`config.mk`:
```
export PLATFORM = sky130hd
export DESIGN_NAME = nic_irq_unit
export DESIGN_NICKNAME = d
export VERILOG_FILES = /design/src/rtl/nic_irq_pkg.sv /design/src/rtl/nic_irq_latch.sv /design/src/rtl/nic_irq_regs.sv /design/src/rtl/nic_irq_unit.sv
export SDC_FILE = /design/constraint.sdc
export NUM_CORES = 1
export LEC_CHECK = 0
export BUFFER_PORTS_ARGS = -buffer_cell sky130_fd_sc_hd__buf_2
export CAP_MARGIN = 0
export CORE_MARGIN = 10
export CORE_UTILIZATION = 42
export DETAILED_ROUTE_END_ITERATION = 16
export PLACE_DENSITY = 0.81
export SLEW_MARGIN = 10
export SYNTH_ARGS = -nofsm -noshare
export SYNTH_HDL_FRONTEND = slang
export SYNTH_SLANG_ARGS = --single-unit
```
`constraint.sdc`:
```
create_clock -name clk -period 1.15 [get_ports clk]
set_input_delay 0.23 -clock clk [delete_from_list [all_inputs] [get_ports clk]]
set_output_delay 0.23 -clock clk [all_outputs]
set_load 0.02 [all_outputs]
```
`src/rtl/nic_irq_pkg.sv`:
```
package nic_irq_pkg;

    localparam int STAT_W    = 8;
    localparam int B_RCV     = 0;
    localparam int B_TXDONE  = 1;
    localparam int B_TXEMPTY = 2;
    localparam int B_ALLOC   = 3;
    localparam int B_OVRN    = 4;
    localparam int B_STERR   = 5;
    localparam int N_USED    = 6;

    typedef enum logic {
        LT_CLEAR = 1'b0,
        LT_SET   = 1'b1
    } latch_state_e;

    typedef enum logic {
        POP_IDLE = 1'b0,
        POP_FIRE = 1'b1
    } pop_state_e;

endpackage

```
`src/rtl/nic_irq_latch.sv`:
```
module nic_irq_latch
    import nic_irq_pkg::*;
#(
    parameter int N_SRC = 1
) (
    input  logic             clk,
    input  logic             rst_n,
    input  logic [N_SRC-1:0] src,
    input  logic             ack,
    output logic             flag
);

    latch_state_e state_q, state_d;
    logic         any_src;

    assign any_src = |src;

    // next-state logic: the event has priority over the acknowledge
    always_comb begin
        state_d = state_q;
        unique case (state_q)
            LT_CLEAR: if (any_src) state_d = LT_SET;
            LT_SET:   if (ack && !any_src) state_d = LT_CLEAR;
            default:  state_d = LT_CLEAR;
        endcase
    end

    always_ff @(posedge clk or negedge rst_n) begin
        if (!rst_n) state_q <= LT_CLEAR;
        else        state_q <= state_d;
    end

    // output process
    always_comb begin
        flag = 1'b0;
        unique case (state_q)
            LT_CLEAR: flag = 1'b0;
            LT_SET:   flag = 1'b1;
            default:  flag = 1'b0;
        endcase
    end

    // a source present in a cycle always leaves the bit set afterwards
    p_evt_wins_r10: assert property (@(posedge clk) disable iff (!rst_n)
        any_src |=> flag);

    // a set bit with no acknowledge keeps its value
    p_hold_r2: assert property (@(posedge clk) disable iff (!rst_n)
        (flag && !ack) |=> flag);

    // an acknowledge without a source clears the bit
    p_ack_clears_r3: assert property (@(posedge clk) disable iff (!rst_n)
        (ack && !any_src) |=> !flag);

endmodule

```
`src/rtl/nic_irq_regs.sv`:
```
module nic_irq_regs
    import nic_irq_pkg::*;
#(
    parameter int DATA_W    = 8,
    parameter int ADDR_W    = 1,
    parameter int STAT_ADDR = 0,
    parameter int MASK_ADDR = 1,
    parameter int POP_BIT   = 1
) (
    input  logic              clk,
    input  logic              rst_n,
    input  logic              wr_en,
    input  logic [ADDR_W-1:0] addr,
    input  logic [DATA_W-1:0] wdata,
    input  logic [DATA_W-1:0] status,
    input  logic              pop_allowed,
    output logic [DATA_W-1:0] ack_vec,
    output logic [DATA_W-1:0] mask,
    output logic [DATA_W-1:0] rdata,
    output logic              pop
);

    localparam logic [ADDR_W-1:0] A_STAT = ADDR_W'(STAT_ADDR);
    localparam logic [ADDR_W-1:0] A_MASK = ADDR_W'(MASK_ADDR);

    logic       stat_wr, mask_wr, pop_req;
    pop_state_e pop_q, pop_d;

    assign stat_wr = wr_en && (addr == A_STAT);
    assign mask_wr = wr_en && (addr == A_MASK);
    assign ack_vec = stat_wr ? wdata : '0;
    assign pop_req = stat_wr && wdata[POP_BIT] && pop_allowed;

    always_ff @(posedge clk or negedge rst_n) begin
        if (!rst_n)       mask <= '0;
        else if (mask_wr) mask <= wdata;
    end

    always_comb begin
        if (addr == A_MASK) rdata = mask;
        else if (addr == A_STAT) rdata = status;
        else rdata = '0;
    end

    // pop strobe state machine
    always_comb begin
        pop_d = pop_q;
        unique case (pop_q)
            POP_IDLE: if (pop_req)  pop_d = POP_FIRE;
            POP_FIRE: if (!pop_req) pop_d = POP_IDLE;
            default:  pop_d = POP_IDLE;
        endcase
    end

    always_ff @(posedge clk or negedge rst_n) begin
        if (!rst_n) pop_q <= POP_IDLE;
        else        pop_q <= pop_d;
    end

    always_comb begin
        pop = 1'b0;
        unique case (pop_q)
            POP_IDLE: pop = 1'b0;
            POP_FIRE: pop = 1'b1;
            default:  pop = 1'b0;
        endcase
    end

    // each pop follows a qualifying acknowledge one cycle earlier
    p_pop_cause_r8: assert property (@(posedge clk) disable iff (!rst_n)
        pop |-> $past(stat_wr && wdata[POP_BIT] && pop_allowed));

    // a qualifying acknowledge always produces a pop
    p_pop_issue_r8: assert property (@(posedge clk) disable iff (!rst_n)
        pop_req |=> pop);

    // a mask write is visible on the next cycle
    p_mask_load_r11: assert property (@(posedge clk) disable iff (!rst_n)
        mask_wr |=> (mask == $past(wdata)));

    // without a mask write the mask is stable
    p_mask_hold_r11: assert property (@(posedge clk) disable iff (!rst_n)
        !mask_wr |=> $stable(mask));

endmodule

```
`src/rtl/nic_irq_unit.sv`:
```
module nic_irq_unit
    import nic_irq_pkg::*;
#(
    parameter int DATA_W    = STAT_W,
    parameter int ADDR_W    = 1,
    parameter int STAT_ADDR = 0,
    parameter int MASK_ADDR = 1
) (
    input  logic              clk,
    input  logic              rst_n,
    input  logic              reg_wr,
    input  logic [ADDR_W-1:0] reg_addr,
    input  logic [DATA_W-1:0] reg_wdata,
    output logic [DATA_W-1:0] reg_rdata,
    input  logic              rx_overrun_evt,
    input  logic              txq_empty,
    input  logic              txc_empty,
    input  logic              rxq_empty,
    input  logic              alloc_failed,
    input  logic              link_chg_evt,
    input  logic              cnt_roll_evt,
    input  logic              tx_fatal_evt,
    output logic              txc_pop,
    output logic              irq
);

    logic [DATA_W-1:0] status;
    logic [DATA_W-1:0] ack_vec;
    logic [DATA_W-1:0] mask;
    logic              ovrn_flag, txe_flag, sterr_flag;
    logic              unused_ack;

    nic_irq_latch #(.N_SRC(1)) u_ovrn (
        .clk(clk), .rst_n(rst_n),
        .src(rx_overrun_evt), .ack(ack_vec[B_OVRN]), .flag(ovrn_flag)
    );

    nic_irq_latch #(.N_SRC(1)) u_txe (
        .clk(clk), .rst_n(rst_n),
        .src(txq_empty), .ack(ack_vec[B_TXEMPTY]), .flag(txe_flag)
    );

    nic_irq_latch #(.N_SRC(3)) u_sterr (
        .clk(clk), .rst_n(rst_n),
        .src({link_chg_evt, cnt_roll_evt, tx_fatal_evt}),
        .ack(ack_vec[B_STERR]), .flag(sterr_flag)
    );

    always_comb begin
        status            = '0;
        status[B_RCV]     = !rxq_empty;
        status[B_TXDONE]  = !txc_empty;
        status[B_TXEMPTY] = txe_flag;
        status[B_ALLOC]   = !alloc_failed;
        status[B_OVRN]    = ovrn_flag;
        status[B_STERR]   = sterr_flag;
    end

    nic_irq_regs #(
        .DATA_W(DATA_W), .ADDR_W(ADDR_W),
        .STAT_ADDR(STAT_ADDR), .MASK_ADDR(MASK_ADDR), .POP_BIT(B_TXDONE)
    ) u_regs (
        .clk(clk), .rst_n(rst_n),
        .wr_en(reg_wr), .addr(reg_addr), .wdata(reg_wdata),
        .status(status), .pop_allowed(!txc_empty),
        .ack_vec(ack_vec), .mask(mask), .rdata(reg_rdata), .pop(txc_pop)
    );

    // acknowledge bits that have no latch behind them
    generate
        if (DATA_W > N_USED) begin : g_spare
            assign unused_ack = ^{ack_vec[DATA_W-1:N_USED], ack_vec[B_RCV],
                                  ack_vec[B_TXDONE], ack_vec[B_ALLOC]};
        end else begin : g_nospare
            assign unused_ack = ^{ack_vec[B_RCV], ack_vec[B_TXDONE], ack_vec[B_ALLOC]};
        end
    endgenerate

    assign irq = |(status & mask);

    // an all-zero mask keeps the line low
    p_mask_zero_r11: assert property (@(posedge clk) disable iff (!rst_n)
        (mask == '0) |-> !irq);

    // an overrun pulse is visible in the status word next cycle
    p_ovrn_seen_r2: assert property (@(posedge clk) disable iff (!rst_n)
        rx_overrun_evt |=> reg_rdata[B_OVRN] || (reg_addr != ADDR_W'(STAT_ADDR)));

    // a transmit FIFO that stays empty keeps bit 2 set
    p_txe_level_r5: assert property (@(posedge clk) disable iff (!rst_n)
        txq_empty |=> txe_flag);

    // no pop right after reset release
    p_pop_reset_r12: assert property (@(posedge clk)
        !rst_n |=> !txc_pop);

endmodule

```
==> flow_summary.ini, run 1 <==
[pwr]
switchingPower_uw = 333.9
power_switching_share = 0.2825
power_frac_seq = 0.426
ir_drop_v = 0.0007741
p_total_mw = 1.182
intPower_uw = 848.2
p_leak_nw = 0.4408
p_clk_frac = 0.297
power.density_nw_per_um2 = 1318
p_comb_frac = 0.277

[placed_design]
dpl_worst_slack_ns = -0.04057
dp_hpwl_um = 1170
place.gp.congestion = 0.6776
numPortBuffers = 29

[synth]
syn_nets = 66
yosysTopAreaCellShare = 0.5217
netlist_area_sq_um = 575.6
synth_flop_cell = dfrtp_1
synth_mux_area_frac = 0.2348
synthSimpleGateAreaFrac = 0.1391
synth.avg_cell_area_sq_um = 12.51
synth_top_area_cell = dfrtp_1
synth_top_family_by_area = multiplexers
yosys-top-cells-area = dfrtp_1, mux2_2, nand2_1
synthAdderAreaFrac = 0
synthCells = 46
synth_cell_type_count = 15
synth-edff-count = 0
synth-compound-area-share = 0.08913
ys.warnings.count = 0
synth_seq_area_share = 0.5217
postSynth.asyncResetShare = 1.000
synthTopCellsByCount = dfrtp_1, mux2_2, nand2_1
synth-xor-area-share = 0
ys_ff_latch = 12

[die]
row_count = 13
core_sq_um = 1301
io_pins = 30
dieArea_sq_um = 3251
die_y_um = 57.02
initial_core_util = 0.4423
die_w_um = 57.02

[detailed_routing]
drc = 0
drtIter0Drc = 8
firstDrtPassIters = 4
wl_per_cell_um = 16.33
ant_nets = 0
wirelength_um = 1633
vias = 507
avgViaCountPerCell = 5.070

[final_layout]
nets = 106
areaGrowthSynthToFinish_pct = 55.87
multi_input_area_sq_um = 292.8
fillers = 101
final_util = 0.6894
seq_area_sq_um = 300.3
drive_gt1_frac = 0.6824
antenna_cells = 0

[critical_path]
crit_buf_inv = 1
r2r_start = u_sterr.state_q
critical_path.max_fanout = 3
cp_slowest_cell = dfrtp_1
worstPathArrival_ns = 1.18
rrSetupSlack_ns = 0.12
critPathMaxStageDelay_ns = 0.42
r2r_cells = 2
critPathKind = register to output pin
start_kind = register
critPathTopFamily = flip-flops
cp-endpoint = irq
r2r_end = u_sterr.state_q
startpoint = u_txe.state_q
required_ns = 0.92
cp_cell_sequence = a22oi_2 -> nand4_1 -> buf_4
path_depth = 3
critPathCaptureType = output pin

[outcome]
violations = setup timing
outcome = finished, violations left

[clock_network]
cts_tree = built
numCtsBuffers = 3
clk_pin_slew_worst_paths_ns = 0.09
cts_sinks = 12
root_buffer = clkbuf_4
cts.path.max_buffers = 2
h-tree-depth = 1
clk_latency_ns = 0.28

[global_route]
groute.usage.overall = 0.09854
grt_max_degree = 13
grt_pass1_wl_um = 2601
antenna_found_initial = 0
grt.overflow.total = 0
grt_pass1_vias = 547

[sta]
slew_headroom = 0.8174
period_share = 1.224
rsz0062_at_grt = yes
hold_viol = 0
setup_violations = 8
fmax_ghz = 0.7106
finalClockSkew_ns = 0
report.final.slew_viol_count = 0
worst_slew_pin_slew_ns = 0.2738
worst_slack_ns = -0.2572
finalCriticalPeriod_ns = 1.407

[run]
max_cap_viol_count = 0

[min_path]
hp-class = input port to register
-- how the worst min path moves through the flow --
stage / start / to / slack [ns] / depth (start not counted)
finish: tx_fatal_evt / u_sterr.state_q / 0.12 / 2
detailed placement: rst_n / u_txe.state_q / 0.12 / 1
CTS: rx_overrun_evt / u_ovrn.state_q / 0.12 / 2
floorplan: rst_n / u_ovrn.state_q / -0.07 / 0
global route: txq_empty / u_txe.state_q / 0.11 / 2
global placement: rst_n / u_txe.state_q / 0.12 / 1
-- metrics by stage --
| stage | instance area, sq um | setup TNS [ns] | instances | hold WS [ns] |
|---|---|---|---|---|
| 2_1_floorplan | 575.6 | 0 | 46 | -0.06559 |
| 3_3_place_gp | 757.0 | -0.1039 | 92 | 0.1186 |
| 3_5_place_dp | 757.0 | -0.1460 | 92 | 0.1209 |
| 4_1_cts | 867.1 | -1.004 | 98 | 0.1232 |
| 5_1_grt | 897.1 | -1.457 | 100 | 0.1121 |
| 6_report | 897.1 | -1.047 | 100 | 0.1242 |
-- kinds of logic (layout without fill, tap and decap cells) --
logic type	count (synthesis)	in the layout
AO/OA/AOI/OAI	7	7
buffers and inverters	2	41
flip-flops	12	12
multiplexers	12	12
AND/OR/NAND/NOR	13	13
-- cell type report --
type,instances,area share
sequential,12,0.3347
clock buffer,4,0.04045
timing repair buffer,36,0.2734
tap,15,0.02092
multi-input combinational,32,0.3264
inverter,1,0.004184
-- routing by layer --
| layer | routed length (um) | global-route usage |
|---|---|---|
| met1 | 674 | 0.1145 |
| met2 | 767 | 0.1457 |
| met3 | 175 | 0.05531 |
| met4 | 15 | 0.04027 |
| met5 | 0 | 0 |
-- timing repair --
item | CTS | global route
endpoints found under the setup margin | 9 | 9
gates cloned | 0 | 0
setup buffers | 1 | 2
hold buffers | 1 | 0
pin swaps | 4 | 2
gates resized for setup | 19 | 5
endpoints found under the hold margin | 12 | 0
-- placed cells by master (no fill, tap or decap) --
cell / synthesis / routed
a2111o_1: 1 / 1
a21o_1: 2 / 2
a22oi_2: 0 / 2
and2_4: 0 / 2
and3b_2: 1 / 1
buf_2: 1 / 20
buf_4: 0 / 9
buf_6: 0 / 6
clkbuf_4: 0 / 3
clkbuf_8: 0 / 1
dfrtp_1: 12 / 12
dlygate4sd3_1: 0 / 1
inv_1: 1 / 1
mux2_2: 12 / 9
mux2_4: 0 / 3
nand2_1: 5 / 5
nand2_2: 1 / 1
nand2b_1: 2 / 2
nand4_1: 1 / 1
nor2b_4: 1 / 1
o21ai_1: 0 / 2
-- registers in the layout, summed over array words and instances, names as in the netlist --
signal and count:
u_regs.mask 8, u_sterr.state_q 1, u_regs.pop_q 1, u_txe.state_q 1
u_ovrn.state_q 1
-- power groups by stage --
stage	clock network (mW)	registers [mW]	logic, mW
final	0.351	0.504	0.327
after global routing	0.380	0.508	0.353
after CTS	0.349	0.502	0.312
after detailed placement	0	0.506	0.253
after global placement	0	0.504	0.246
after floorplan	0	0.499	0.152
No activity file was read; power rests on OpenSTA's default activity.
==> run 2: changes to the inputs <==
--- a/config.mk
+++ b/config.mk
@@ -8,9 +8,9 @@
 export BUFFER_PORTS_ARGS = -buffer_cell sky130_fd_sc_hd__buf_2
 export CAP_MARGIN = 0
 export CORE_MARGIN = 10
-export CORE_UTILIZATION = 42
+export CORE_UTILIZATION = 38
 export DETAILED_ROUTE_END_ITERATION = 16
-export PLACE_DENSITY = 0.81
+export PLACE_DENSITY = 0.78
 export SLEW_MARGIN = 10
 export SYNTH_ARGS = -nofsm -noshare
 export SYNTH_HDL_FRONTEND = slang
==> constraint.sdc (replaced) <==
create_clock -name clk -period 1.2 [get_ports clk]
set_input_delay 0.24 -clock clk [delete_from_list [all_inputs] [get_ports clk]]
set_output_delay 0.24 -clock clk [all_outputs]
set_load 0.02 [all_outputs]
==> run 2 against run 1 <==
Compared with the run above:
- the run still ends with setup timing left
- final area unchanged
- sequential power decreased by 4.4%
- total power down 6.6%
- routed wire length decreased by 8.7%
- clock skew stayed put
- register-to-register slack better by 0.05 ns
- die area up 6.8%
- critical path type unchanged
- largest power group unchanged
==> flow_summary.ini, run 2 (synthesized netlist as in run 1, its figures left out) <==
[outcome]
outcome = finished, violations left
violations = setup timing

[global_route]
grt.overflow.total = 0
grt_pass1_wl_um = 2628
antenna_found_initial = 0
groute.usage.overall = 0.09386
grt_pass1_vias = 581
grt_max_degree = 13

[sta]
period_share = 1.152
setup_violations = 5
fmax_ghz = 0.7235
finalSetupTns_ns = -0.6971
finalClockSkew_ns = 0
hold_viol = 0
report.final.slew_viol_count = 0
worst_slack_ns = -0.1821
finalCriticalPeriod_ns = 1.382
worst_slew_pin_slew_ns = 0.2685
rsz0062_at_grt = yes
slew_headroom = 0.8210

[critical_path]
r2r_start = u_sterr.state_q
crit_buf_inv = 1
path_depth = 3
cp_cell_sequence = a22oi_2 -> nand4_1 -> buf_6
critical_path.max_fanout = 3
critPathMaxStageDelay_ns = 0.41
startpoint = u_txe.state_q
cp_slowest_cell = dfrtp_1
critPathKind = register to output pin
rrSetupSlack_ns = 0.17
r2r_cells = 2
r2r_end = u_sterr.state_q
required_ns = 0.96
cp-endpoint = irq
critPathCaptureType = output pin
start_kind = register
worstPathArrival_ns = 1.14
critPathTopFamily = flip-flops

[final_layout]
mostFrequentLayoutCells = buf_2, dfrtp_1, mux2_2, buf_4, buf_6
antenna_cells = 0
largest_reg_flops = 8
final_common_cell = buf_2
drive_gt1_frac = 0.6824
regMostFlops = u_regs.mask
areaGrowthSynthToFinish_pct = 55.87
nets = 106

[die]
core_sq_um = 1366
die_y_um = 58.92
io_pins = 30
die_w_um = 58.92
initial_core_util = 0.4212
dieArea_sq_um = 3471
row_count = 13

[detailed_routing]
drtIter0Drc = 3
wirelength_um = 1491
wl_per_cell_um = 14.91
ant_nets = 0
firstDrtPassIters = 2
vias = 493
drc = 0
avgViaCountPerCell = 4.930

[placed_design]
dp_hpwl_um = 1201
numPortBuffers = 29
place.gp.congestion = 0.7452

[clock_network]
clk_pin_slew_worst_paths_ns = 0.08
cts_sinks = 12
cts.path.max_buffers = 2
clk_latency_ns = 0.27
h-tree-depth = 1
cts_tree = built
root_buffer = clkbuf_4
numCtsBuffers = 3

[run]
max_cap_viol_count = 0

[pwr]
p_leak_nw = 0.4363
power.density_nw_per_um2 = 1231
ir_drop_v = 0.0006635
p_total_mw = 1.104

[min_path]
hp-class = input port to register
run 2: cell counts in the layout (fill, tap and decap cells not counted):
Identical to the previous run, type by type.
run 2: layout make-up:
cell class	instances	area, sq um
Timing Repair Buffer	36	249.0
Tap cell	15	18.77
Sequential cell	12	300.3
Multi-Input combinational cell	32	289.0
Fill cell	118	469.2
Clock buffer	4	36.28
Inverter	1	3.754
run 2: repair_timing:
item	4_1_cts	5_1_grt
resized for setup	13	11
pin swaps	1	5
buffers inserted	2	2
hold buffers	1	0
endpoints found under the hold margin	12	0
endpoints found under the setup margin	7	9
run 2: metal layers:
metal,track usage,vias to the layer above,routed length (um)
li1,-,240,-
met1,0.09975,235,584
met2,0.1622,18,771
met3,0.04077,0,135
met4,0.02951,0,0
met5,0,-,0
run 2: stage by stage:
stage,instances,hold WS [ns],util,worst slack (ns),area [sq um]
finish,100,0.1447,0.6566,-0.1821,897.1
global route,100,0.1326,0.6566,-0.2744,897.1
CTS,98,0.1397,0.6227,-0.2040,850.8
detailed placement,91,0.1339,0.5485,0.01730,749.5
global placement,91,0.1273,0.5485,0.02361,749.5
floorplan,46,-0.05559,-,0.06556,575.6
run 2: worst min path at each step:
stage / start / end / cells past startpoint
2_1_floorplan: rst_n / u_ovrn.state_q / 0
3_3_place_gp: rst_n / u_regs.pop_q / 1
3_5_place_dp: rst_n / u_regs.pop_q / 1
4_1_cts: rx_overrun_evt / u_ovrn.state_q / 2
5_1_grt: rx_overrun_evt / u_ovrn.state_q / 2
6_report: rx_overrun_evt / u_ovrn.state_q / 2
run 2: report_power, final:
| group | switching, mW | leakage (nW) | internal [mW] | total, mW |
|---|---|---|---|---|
| Clock | 0.136 | 0.0210 | 0.184 | 0.321 |
| Combinational | 0.127 | 0.280 | 0.175 | 0.302 |
| Sequential | 0.0333 | 0.135 | 0.449 | 0.482 |
| Total | 0.296 | 0.436 | 0.808 | 1.10 |
